<file path="src/rtl/sgen_pkg.sv">
package sgen_pkg;
    localparam int unsigned DEF_CLK_PER_LINE  = 32;
    localparam int unsigned DEF_FIELD_HL      = 525;
    localparam int unsigned DEF_VPULSE_LINES  = 10;
    localparam int unsigned DEF_VBLANK_LINES  = 17;
    localparam int unsigned DEF_POS_W         = 5;
    localparam int unsigned DEF_WIN_MIN_HL    = 492;
    localparam int unsigned DEF_WIN_MAX_HL    = 562;
    localparam int unsigned DEF_LOCK_RUN      = 4;

    typedef enum logic [1:0] {
        EV_NONE = 2'd0,
        EV_GOOD = 2'd1,
        EV_BAD  = 2'd2
    } sync_ev_e;

    typedef struct packed {
        logic h_hi;
        logic hl_tick;
    } line_sig_t;

    function automatic logic run_next_full(input int unsigned run, input int unsigned limit);
        return (run + 1) >= limit;
    endfunction
endpackage

</file>
<file path="src/rtl/sg_line_div.sv">
module sg_line_div
    import sgen_pkg::*;
#(
    parameter int unsigned CLK_PER_LINE = DEF_CLK_PER_LINE
) (
    input  logic      clk,
    input  logic      rst,
    output line_sig_t line_o
);
    localparam int unsigned HALF = CLK_PER_LINE / 2;
    localparam int unsigned CW   = $clog2(CLK_PER_LINE);

    logic [CW-1:0] cnt;

    always_ff @(posedge clk) begin
        if (rst)
            cnt <= '0;
        else if (cnt == CW'(CLK_PER_LINE - 1))
            cnt <= '0;
        else
            cnt <= cnt + 1'b1;
    end

    always_comb begin
        line_o.h_hi    = (cnt < CW'(HALF));
        line_o.hl_tick = (cnt == CW'(HALF - 1)) || (cnt == CW'(CLK_PER_LINE - 1));
    end

    // Half-line ticks never come on back-to-back clocks
    assert_tick_spacing_R2: assert property (@(posedge clk) disable iff (rst)
        line_o.hl_tick |=> !line_o.hl_tick);

    // The drive level changes only after a half-line tick
    assert_h_steady_R1: assert property (@(posedge clk) disable iff (rst)
        !$past(line_o.hl_tick) |-> $stable(line_o.h_hi));
endmodule

</file>
<file path="src/rtl/sg_sync_qual.sv">
module sg_sync_qual
    import sgen_pkg::*;
#(
    parameter int unsigned WIN_MIN_HL = DEF_WIN_MIN_HL,
    parameter int unsigned WIN_MAX_HL = DEF_WIN_MAX_HL,
    parameter int unsigned LOCK_RUN   = DEF_LOCK_RUN
) (
    input  logic clk,
    input  logic rst,
    input  logic vsync_in,
    input  logic hl_tick,
    output logic locked,
    output logic sync_hit
);
    localparam int unsigned PW = $clog2(WIN_MAX_HL + 1);
    localparam int unsigned LW = $clog2(LOCK_RUN + 1);

    logic          vs_q;
    logic [PW-1:0] span;
    logic [LW-1:0] good_run;
    logic [LW-1:0] bad_run;
    logic          rise;
    logic          in_win;
    logic          timeout;
    sync_ev_e      ev;

    assign rise    = vsync_in & ~vs_q;
    assign in_win  = (span >= PW'(WIN_MIN_HL)) && (span <= PW'(WIN_MAX_HL));
    assign timeout = !rise && hl_tick && (span == PW'(WIN_MAX_HL));

    always_comb begin
        ev = EV_NONE;
        if (rise)
            ev = in_win ? EV_GOOD : EV_BAD;
        else if (timeout)
            ev = EV_BAD;
    end

    assign sync_hit = (ev == EV_GOOD) && locked;

    always_ff @(posedge clk) begin
        if (rst) begin
            vs_q <= 1'b0;
            span <= '0;
        end else begin
            vs_q <= vsync_in;
            if (rise || timeout)
                span <= '0;
            else if (hl_tick)
                span <= span + 1'b1;
        end
    end

    always_ff @(posedge clk) begin
        if (rst) begin
            good_run <= '0;
            bad_run  <= '0;
            locked   <= 1'b0;
        end else begin
            case (ev)
                EV_GOOD: begin
                    bad_run <= '0;
                    if (good_run != LW'(LOCK_RUN))
                        good_run <= good_run + 1'b1;
                    if (run_next_full(int'(good_run), LOCK_RUN))
                        locked <= 1'b1;
                end
                EV_BAD: begin
                    good_run <= '0;
                    if (bad_run != LW'(LOCK_RUN))
                        bad_run <= bad_run + 1'b1;
                    if (run_next_full(int'(bad_run), LOCK_RUN))
                        locked <= 1'b0;
                end
                default: ;
            endcase
        end
    end

    assert_span_cap_R4: assert property (@(posedge clk) disable iff (rst)
        span <= PW'(WIN_MAX_HL));

    assert_lock_on_good_R5: assert property (@(posedge clk) disable iff (rst)
        $rose(locked) |-> $past(ev == EV_GOOD));

    assert_lock_off_bad_R5: assert property (@(posedge clk) disable iff (rst)
        $fell(locked) |-> $past(ev == EV_BAD));

    assert_runs_exclusive_R5: assert property (@(posedge clk) disable iff (rst)
        !(good_run != '0 && bad_run != '0));
endmodule

</file>
<file path="src/rtl/sg_field_count.sv">
module sg_field_count
    import sgen_pkg::*;
#(
    parameter int unsigned FIELD_HL = DEF_FIELD_HL
) (
    input  logic                        clk,
    input  logic                        rst,
    input  logic                        hl_tick,
    input  logic                        sync_hit,
    output logic [$clog2(FIELD_HL)-1:0] vcnt
);
    localparam int unsigned VW = $clog2(FIELD_HL);

    always_ff @(posedge clk) begin
        if (rst)
            vcnt <= '0;
        else if (sync_hit)
            vcnt <= '0;
        else if (hl_tick)
            vcnt <= (vcnt == VW'(FIELD_HL - 1)) ? '0 : vcnt + 1'b1;
    end

    assert_vcnt_range_R2: assert property (@(posedge clk) disable iff (rst)
        vcnt < VW'(FIELD_HL));

    assert_snap_zero_R6: assert property (@(posedge clk) disable iff (rst)
        sync_hit |=> (vcnt == '0));

    assert_hold_no_tick_R10: assert property (@(posedge clk) disable iff (rst)
        (!sync_hit && !hl_tick) |=> $stable(vcnt));
endmodule

</file>
<file path="src/rtl/sg_vdecode.sv">
module sg_vdecode
    import sgen_pkg::*;
#(
    parameter int unsigned FIELD_HL      = DEF_FIELD_HL,
    parameter int unsigned VPULSE_LINES  = DEF_VPULSE_LINES,
    parameter int unsigned VBLANK_LINES  = DEF_VBLANK_LINES,
    parameter int unsigned POS_W         = DEF_POS_W
) (
    input  logic [$clog2(FIELD_HL)-1:0] vcnt,
    input  logic [POS_W-1:0]            vpos,
    input  logic                        service,
    output logic                        v_drive_n,
    output logic                        v_blank
);
    localparam int unsigned VW        = $clog2(FIELD_HL);
    localparam int unsigned VPULSE_HL = 2 * VPULSE_LINES;
    localparam int unsigned VBLANK_HL = 2 * VBLANK_LINES;

    logic [VW:0] shifted;

    generate
        if (POS_W == 0) begin : g_noshift
            assign shifted = {1'b0, vcnt};
        end else begin : g_shift
            logic [VW:0] off;
            assign off     = (VW + 1)'({vpos, 1'b0});
            assign shifted = ({1'b0, vcnt} >= off)
                           ? ({1'b0, vcnt} - off)
                           : ({1'b0, vcnt} + (VW + 1)'(FIELD_HL) - off);
        end
    endgenerate

    assign v_drive_n = service | (shifted >= (VW + 1)'(VPULSE_HL));
    assign v_blank   = (shifted < (VW + 1)'(VBLANK_HL));
endmodule

</file>
<file path="src/rtl/countdown_sync_gen.sv">
module countdown_sync_gen
    import sgen_pkg::*;
#(
    parameter int unsigned CLK_PER_LINE = DEF_CLK_PER_LINE,
    parameter int unsigned FIELD_HL     = DEF_FIELD_HL,
    parameter int unsigned VPULSE_LINES = DEF_VPULSE_LINES,
    parameter int unsigned VBLANK_LINES = DEF_VBLANK_LINES,
    parameter int unsigned POS_W        = DEF_POS_W,
    parameter int unsigned WIN_MIN_HL   = DEF_WIN_MIN_HL,
    parameter int unsigned WIN_MAX_HL   = DEF_WIN_MAX_HL,
    parameter int unsigned LOCK_RUN     = DEF_LOCK_RUN
) (
    input  logic             clk,
    input  logic             rst,
    input  logic             vsync_in,
    input  logic [POS_W-1:0] vpos,
    input  logic             service,
    output logic             h_drive,
    output logic             v_drive_n,
    output logic             v_blank,
    output logic             unlocked
);
    localparam int unsigned VW = $clog2(FIELD_HL);

    line_sig_t     line_s;
    logic          locked;
    logic          sync_hit;
    logic [VW-1:0] vcnt;

    sg_line_div #(.CLK_PER_LINE(CLK_PER_LINE)) u_line (
        .clk    (clk),
        .rst    (rst),
        .line_o (line_s)
    );

    sg_sync_qual #(
        .WIN_MIN_HL (WIN_MIN_HL),
        .WIN_MAX_HL (WIN_MAX_HL),
        .LOCK_RUN   (LOCK_RUN)
    ) u_qual (
        .clk      (clk),
        .rst      (rst),
        .vsync_in (vsync_in),
        .hl_tick  (line_s.hl_tick),
        .locked   (locked),
        .sync_hit (sync_hit)
    );

    sg_field_count #(.FIELD_HL(FIELD_HL)) u_field (
        .clk      (clk),
        .rst      (rst),
        .hl_tick  (line_s.hl_tick),
        .sync_hit (sync_hit),
        .vcnt     (vcnt)
    );

    sg_vdecode #(
        .FIELD_HL     (FIELD_HL),
        .VPULSE_LINES (VPULSE_LINES),
        .VBLANK_LINES (VBLANK_LINES),
        .POS_W        (POS_W)
    ) u_dec (
        .vcnt      (vcnt),
        .vpos      (vpos),
        .service   (service),
        .v_drive_n (v_drive_n),
        .v_blank   (v_blank)
    );

    assign h_drive  = line_s.h_hi;
    assign unlocked = ~locked;

    assert_pulse_in_blank_R7: assert property (@(posedge clk) disable iff (rst)
        !v_drive_n |-> v_blank);

    assert_service_idle_R9: assert property (@(posedge clk) disable iff (rst)
        service |-> v_drive_n);
endmodule

</file>
<file path="config.mk">
export PLATFORM = sky130hd
export DESIGN_NAME = countdown_sync_gen
export DESIGN_NICKNAME = d
export VERILOG_FILES = /design/src/rtl/sgen_pkg.sv /design/src/rtl/sg_line_div.sv /design/src/rtl/sg_sync_qual.sv /design/src/rtl/sg_field_count.sv /design/src/rtl/sg_vdecode.sv /design/src/rtl/countdown_sync_gen.sv
export SDC_FILE = /design/constraint.sdc
export NUM_CORES = 1
export LEC_CHECK = 0
export BUFFER_PORTS_ARGS = -buffer_cell sky130_fd_sc_hd__buf_2
export CAP_MARGIN = 5
export CORE_MARGIN = 2
export CORE_UTILIZATION = 64
export CTS_BUF_LIST = sky130_fd_sc_hd__clkbuf_8
export DETAILED_ROUTE_END_ITERATION = 10
export PLACE_DENSITY = 0.83
export SLEW_MARGIN = 15
export SYNTH_ARGS = -nofsm -noshare
export SYNTH_HDL_FRONTEND = slang
export SYNTH_SLANG_ARGS = --single-unit
</file>
<file path="constraint.sdc">
create_clock -name clk -period 4.9 [get_ports clk]
set_input_delay 0.98 -clock clk [delete_from_list [all_inputs] [get_ports clk]]
set_output_delay 0.98 -clock clk [all_outputs]
set_load 0.01 [all_outputs]
</file>
**Word level (Yosys, flattened, before mapping)**

Index checks and enable logic that the tools add are counted.

- Flip-flop bits (word level): 33
- Bits of input ports: 9
- Output and inout bits: 4
- Word-level logic and storage cells: 67

- Add/sub/neg operators: 10
- Magnitude comparators: 8
- Equal/unequal tests: 12
- Mux-type cells: 12
- Bitwise logic cells: 4
- Reductions and logical operators: 14

Operators with widths:

| operator | number |
|---|---|
| $ge 32x3->1 const B | 2 |
| $add 10x1->10 const B | 2 |
| $eq 10x10->1 const B | 2 |
| $pmux 3 s2 | 2 |
| $add 10x10->11 const B | 1 |
| $ge 11x5->1 const B | 1 |
| $lt 11x6->1 const B | 1 |
| $mux 11 | 1 |
| $sub 10x6->11 | 1 |
| $sub 11x6->11 | 1 |
| $ge 10x6->1 | 1 |
| $ge 10x9->1 const B | 1 |
| $le 10x10->1 const B | 1 |
| $mux 10 | 1 |
| $add 3x1->4 const B | 2 |
| $add 3x1->3 const B | 2 |
| $mux 2 | 3 |
| $mux 3 | 2 |
| $ne 3x3->1 const B | 2 |
| $reduce_or 2->1 | 3 |
| $add 5x1->5 const B | 1 |
| $eq 5x4->1 const B | 1 |
| $eq 5x5->1 const B | 1 |
| $lt 5x5->1 const B | 1 |
| 15 further kinds | 24 |

**Depth between registers and ports, before layout**

Gate-level depths: netlist of run 1.

- Word-level depth: 10
- Mapped depth: 13
- Depth with buffers taken out: 13

**By module**

From an unflattened synthesis of run 1, not the netlist that was laid out.

- Cell total of the unflattened synthesis: 321
- Area, all modules: 2713.9 µm²

Modules (own cells, without submodules):

| module | times used | cells an instance | area each (µm²) | seq. area each (µm²) |
|---|---|---|---|---|
| sg_vdecode | 1 | 129 | 1004.7 | 0.0 |
| sg_sync_qual | 1 | 118 | 1001.0 | 360.3 |
| sg_field_count | 1 | 53 | 489.2 | 200.2 |
| sg_line_div | 1 | 20 | 215.2 | 100.1 |
| countdown_sync_gen | 1 | 1 | 3.8 | 0.0 |

**Least setup slack after synthesis of run 1**

OpenSTA, ideal clock, no wires.

- Path type: input -> output
- Start: input vpos[3]
- End: output v_drive_n
- Arrival: 3.257 ns
- Slack: 0.663 ns
- Stages: 11
- Cells stage by stage: inv_1 ha_1 inv_1 fa_1 nor3b_1 a31o_2 a41oi_1 mux2_2 o31ai_1 nand2_1 a2111o_1

- Cells in the longest elaborated chain, start to end: 4
- Elaborated cells on any way between the ends: 6
- Those cells by class: add/sub: 2; order compare: 2; mux: 1; bitwise: 1

Ends and longest elaborated chain:

| what | line | text |
|---|---|---|
| from (decl) | countdown_sync_gen.sv:16 | `input logic [POS_W-1:0] vpos,` |
| $sub 11x6->11, or another cell as far along | sg_vdecode.sv:29 | `: ({1'b0, vcnt} + (VW + 1)'(FIELD_HL) - off);` |
| $mux 11 * | sg_vdecode.sv:28 | `? ({1'b0, vcnt} - off)` |
| $ge 11x5->1 * | sg_vdecode.sv:33 | `assign v_drive_n = service \| (shifted >= (VW + 1)'(VPULSE_HL));` |
| $or 1x1->1 * | sg_vdecode.sv:33 |  |
| to (decl) | countdown_sync_gen.sv:19 | `output logic v_drive_n,` |

Mark *: on every way between the ends. The rest lies on a longest branch, timed or not.

**Worst setup path after layout of run 1**

Same ends and word-level chain as after synthesis.

==> impl_metrics.ini, run 1 <==
[status]
status = completed

[global_route]
antenna_found_initial = 0
grt_pass1_vias = 2090
grt_pass1_wl_um = 8630
grt-ovfl-total = 0
grt.total_usage_pct = 24.8
grt_max_degree = 15

[timing]
drv_slew = 0
skew_ns = 0.00604
setup_tns_ns = 0
relSlewSlack_pct = 59.7
rsz0062_at_grt = false
fmax_ghz = 0.219
setup_viol = 0
min_period_over_period_pct = 93.4
hold_viol = 0
tightest_slew_ns = 0.599
setup_slack_ns = 0.325
fin_crit_ns = 4.57

[logic_synthesis]
synth_most_common_cell = nor2_1
avgSynthCellArea_um2 = 8.26
ys_async_sr_fraction_pct = 0
synth_edf_count = 0
ys_dominant_reg_cell = dfxtp_1
synthTopCellsByArea = dfxtp_1, ha_1, xnor2_1, nor2_1, inv_1
yosys.area.top_type = dfxtp_1
netlist_top_cells_count = nor2_1, ha_1, inv_1
synth.distinct_cells = 54
syn_inst = 309
syn_area_mm2 = 0.00255
syn_nets = 355
ys_seq_area_share_pct = 25.9
yosys_warnings = 0
synth-seq-cells = 33
synth_top_area_share_pct = 25.9

[floorplan]
die_h_um = 67.1
io_pins = 13
die_w_um = 67.1
row_count = 22
start_util_pct = 68.1
core-area_mm2 = 0.00374
dieArea_mm2 = 0.00451

[clock_tree]
post_cts_resized = 0
cts_made_buffers = 5
cts_tree = done
hold_buffers = 0
htreeDepth = 2
cts_buffer_depth = 2
post_cts_buffers = 0
clk_pin_slew_worst_paths_ns = 0.06
clk-insertion-delay-late_ns = 0.29
cts-root-buf = clkbuf_8
cts_sinks = 33

[worst_setup_path]
arrival_ns = 3.59
worstSetupPathType = in -> out
critPathRequiredTime_ns = 3.92
cp_slowest_cell = fa_1
max_stage_delay_ns = 0.52
worstPathCellList = buf_2, inv_1, ha_1, inv_1, fa_1, nor3b_1, a31o_2, a41oi_1, mux2_2, o31ai_1, nand2_1, a2111o_1, buf_2
cp-start-kind = primary input
cp_top_family = compound AO/OA/AOI/OAI gates
path_max_fanout = 3
worst-path-buf-inv = 4
critPathCaptureType = output pin

[place]
io_buffer_count = 12
hpwl_um = 3900
dp_slack_ns = 0.352
place.gp.congestion = 0.834

[routing]
drc_errors = 0
ant_nets = 0
drt-pass1-iter-count = 4
first_iter_violations = 96
viasPerCell = 5.78
postRouteWirelength_um = 5080
vias = 2156
wl_per_cell_um = 13.6

[pwr]
p_leak_nw = 1.12
vdd_drop_max_v = 0.000212
p_per_area_mw_per_mm2 = 231

[final_layout]
multi_input_comb_area_mm2 = 0.00173
nets = 370
drive_gt1_share_pct = 9.54
fillers = 312
num_antenna_cells = 0
synthToLayoutAreaGrowth_pct = 9.02
register_area_um2 = 661

[hold_path]
hold_class = reg -> reg

[job]
maxCapViolCount = 0
stage by stage:
step	total power, mW	util, %	cell area [um^2]	std cells	hold WS [ns]
final	0.642	74.3	2780	373	0.452
after CTS	0.645	74.3	2780	373	0.451
after detailed placement	0.345	70.7	2650	365	0.442
after floorplan	0.331	-	2550	309	0.420
after global placement	0.344	70.7	2650	365	0.439
after global routing	0.665	74.3	2780	373	0.485
cells by family after synthesis:
group / share of synthesized area, %
and+or+nand+nor: 22.3
AOI/OAI and AO/OA: 14.7
buffers and inverters: 6.23
adders and majority gates: 19.0
DFF: 25.9
xor gates and xnor gates: 10.6
muxes: 1.23
placed cells by master (no fill, tap or decap), drive strengths merged, types with 2 or more instances in the layout:
master / synthesis / layout
buf: 4 / 13
o21bai: 3 / 3
a21o: 2 / 2
o21ai: 11 / 11
o31ai: 2 / 2
nor4: 3 / 3
a31oi: 3 / 3
a21oi: 13 / 13
mux2i: 2 / 2
fa: 3 / 3
or2: 3 / 3
nor2: 35 / 35
nor3: 10 / 10
clkbuf: 1 / 5
bufinv: 0 / 2
nand2: 23 / 23
a211oi: 2 / 2
ha: 34 / 34
o211ai: 2 / 2
nand3: 9 / 9
nand4: 11 / 11
dfxtp: 33 / 33
xnor2: 22 / 22
nor3b: 2 / 2
nor2b: 6 / 6
o311ai: 3 / 3
inv: 34 / 34
nand2b: 4 / 4
xor2: 9 / 9
o21a: 2 / 2
state kept, by name, summed over array words and instances (netlist names):
register	flops
u_qual.vs_q	1
u_qual.good_run	3
u_field.vcnt	10
u_line.cnt	5
u_qual.bad_run	3
u_qual.span	10
u_qual.locked	1
worst paths after layout:
check / startpoint / endpoint / slack, ns / cells after the start
max: vpos[3] / v_drive_n / 0.33 / 13
min: u_line.cnt[0] / u_line.cnt[0] / 0.45 / 1
max reg2reg: u_line.cnt[0] / u_qual.good_run[2] / 2.44 / 9
min reg2reg: u_line.cnt[0] / u_line.cnt[0] / 0.45 / 1
report_power, final:
part / switching, mW / internal, mW
clock: 0.100 / 0.202
combinational: 0.0369 / 0.0289
sequential: 0.00257 / 0.272
total: 0.140 / 0.503
cell type report:
class                   instances  area share, %
clock buffers                   5           2.47
clock inverters                 3           2.34
inverters                      34           4.59
multi-input cells             237           62.3
flip-flops and latches         33           23.8
well taps                      48           2.16
repair buffers                 13           2.43
routing by layer:
| metal | up-vias | routed length [um] | GRT usage (%) |
|---|---|---|---|
| li1 | 1094 | - | - |
| met1 | 1007 | 2210 | 26.2 |
| met2 | 39 | 2610 | 47.5 |
| met3 | 16 | 136 | 5.00 |
| met4 | 0 | 128 | 9.95 |
| met5 | - | 0 | 0 |
Note: power is estimated with default switching activity, not from simulation.
==> run 2, diff against run 1 <==
--- a/config.mk
+++ b/config.mk
@@ -11,6 +11,7 @@
 export CORE_UTILIZATION = 64
 export CTS_BUF_LIST = sky130_fd_sc_hd__clkbuf_8
 export DETAILED_ROUTE_END_ITERATION = 10
+export GPL_TIMING_DRIVEN = 0
 export PLACE_DENSITY = 0.83
 export SLEW_MARGIN = 15
 export SYNTH_ARGS = -nofsm -noshare
==> impl_metrics.ini, run 2 (same netlist as run 1, synthesis figures left out) <==
[global_route]
grt.total_usage_pct = 23.5
antenna_found_initial = 0
grt_pass1_wl_um = 8170
grt-ovfl-total = 0
grt_pass1_vias = 2000
grt_max_degree = 11

[timing]
tightest_slew_ns = 0.657
fmax_ghz = 0.213
setup_tns_ns = 0
drv_slew = 0
rsz0062_at_grt = false
setup_slack_ns = 0.202
skew_ns = 0.00810
setup_viol = 0
relSlewSlack_pct = 56.1
hold_viol = 0
min_period_over_period_pct = 95.9
fin_crit_ns = 4.70

[clock_tree]
clk_pin_slew_worst_paths_ns = 0.06
clk-insertion-delay-late_ns = 0.28
cts_buffer_depth = 2
cts_sinks = 33
post_cts_buffers = 0
cts-root-buf = clkbuf_8
post_cts_resized = 0
htreeDepth = 2
cts_tree = done
cts_made_buffers = 5
hold_buffers = 0

[routing]
ant_nets = 0
drt-pass1-iter-count = 4
first_iter_violations = 122
wl_per_cell_um = 13.0
drc_errors = 0
postRouteWirelength_um = 4900
viasPerCell = 5.67
vias = 2136

[worst_setup_path]
reg2reg_from = u_line.cnt[0]
critPathRequiredTime_ns = 3.92
path_max_fanout = 3
critPathLaunch = vpos[3]
worstPathCellList = buf_2, inv_1, ha_1, inv_1, fa_1, nor3b_1, a31o_2, a41oi_1, mux2_2, o31ai_1, nand2_1, a2111o_1, buf_2
crit_end = v_drive_n
critPathCaptureType = output pin
worstSetupPathType = in -> out
cp_top_family = compound AO/OA/AOI/OAI gates
rr_worst_depth = 9
cp_slowest_cell = fa_1
arrival_ns = 3.72
worst-path-buf-inv = 4
max_stage_delay_ns = 0.53
cp.depth = 13
r2r_end = u_qual.span[1]
cp-start-kind = primary input
rrSetupSlack_ns = 2.36

[floorplan]
die_w_um = 67.1
io_pins = 13
row_count = 22
core-area_mm2 = 0.00374
dieArea_mm2 = 0.00451
start_util_pct = 68.1
die_h_um = 67.1

[final_layout]
num_antenna_cells = 0
layout_common_cells = nor2_1, inv_1, ha_1
fillers = 321
final_common_cell = nor2_1
drive_gt1_share_pct = 10.3
final_core_util_pct = 74.1
reg_top3 = u_field.vcnt (10), u_qual.span (10), u_line.cnt (5)
nets = 374
synthToLayoutAreaGrowth_pct = 8.68

[status]
status = completed

[pwr]
p_per_area_mw_per_mm2 = 205
p_leak_nw = 1.12
vdd_drop_max_v = 0.000205
finalPower_mw = 0.567

[hold_path]
hold_class = reg -> reg
hp-start = u_line.cnt[0]

[place]
dp_slack_ns = 0.207
io_buffer_count = 12
hpwl_um = 3890
place.gp.congestion = 0.814

[job]
maxCapViolCount = 0
run 2: cell count changes in the layout (fill, tap and decap cells not counted):
cell,change
bufinv_16,-2
clkbuf_1,+1
clkbuf_8,+2
buf_4,+2
buf_2,+1
run 2: worst min path at each step:
stage,to,depth (start not counted)
4_1_cts,u_line.cnt[0],1
6_report,u_line.cnt[0],1
3_5_place_dp,u_line.cnt[0],1
2_1_floorplan,u_line.cnt[0],1
5_1_grt,u_line.cnt[0],1
3_3_place_gp,u_line.cnt[0],1
run 2: layer usage:
layer / vias to the layer above / routed length, um / track usage (%)
met5: - / 0 / 0
met3: 6 / 103 / 4.00
met4: 0 / 52 / 8.16
met2: 32 / 2570 / 45.9
li1: 1106 / - / -
met1: 992 / 2170 / 24.9
run 2: stage by stage:
stage / cell area, um^2 / hold slack, ns / std cells
after floorplan: 2550 / 0.420 / 309
after global placement: 2670 / 0.440 / 369
after detailed placement: 2670 / 0.447 / 369
after CTS: 2770 / 0.456 / 377
after global routing: 2770 / 0.486 / 377
final: 2770 / 0.453 / 377
run 2: power by group:
group / switching [mW] / leakage [nW] / internal, mW
sequential: 0.00249 / 0.267 / 0.272
clock: 0.0982 / 0.0542 / 0.127
combinational: 0.0374 / 0.802 / 0.0301
total: 0.138 / 1.12 / 0.429
run 2: final cells by class:
cell class                      count  area (um^2)  area share [%]
Multi-Input combinational cell    237         1730            62.5
Sequential cell                    33          661            23.8
Inverter                           34          128            4.60
Clock buffer                        7         96.3            3.47
Timing Repair Buffer               12         60.1            2.17
Tap cell                           48         60.1            2.17
Buffer                              5         31.3            1.13
Clock inverter                      1         5.00           0.181
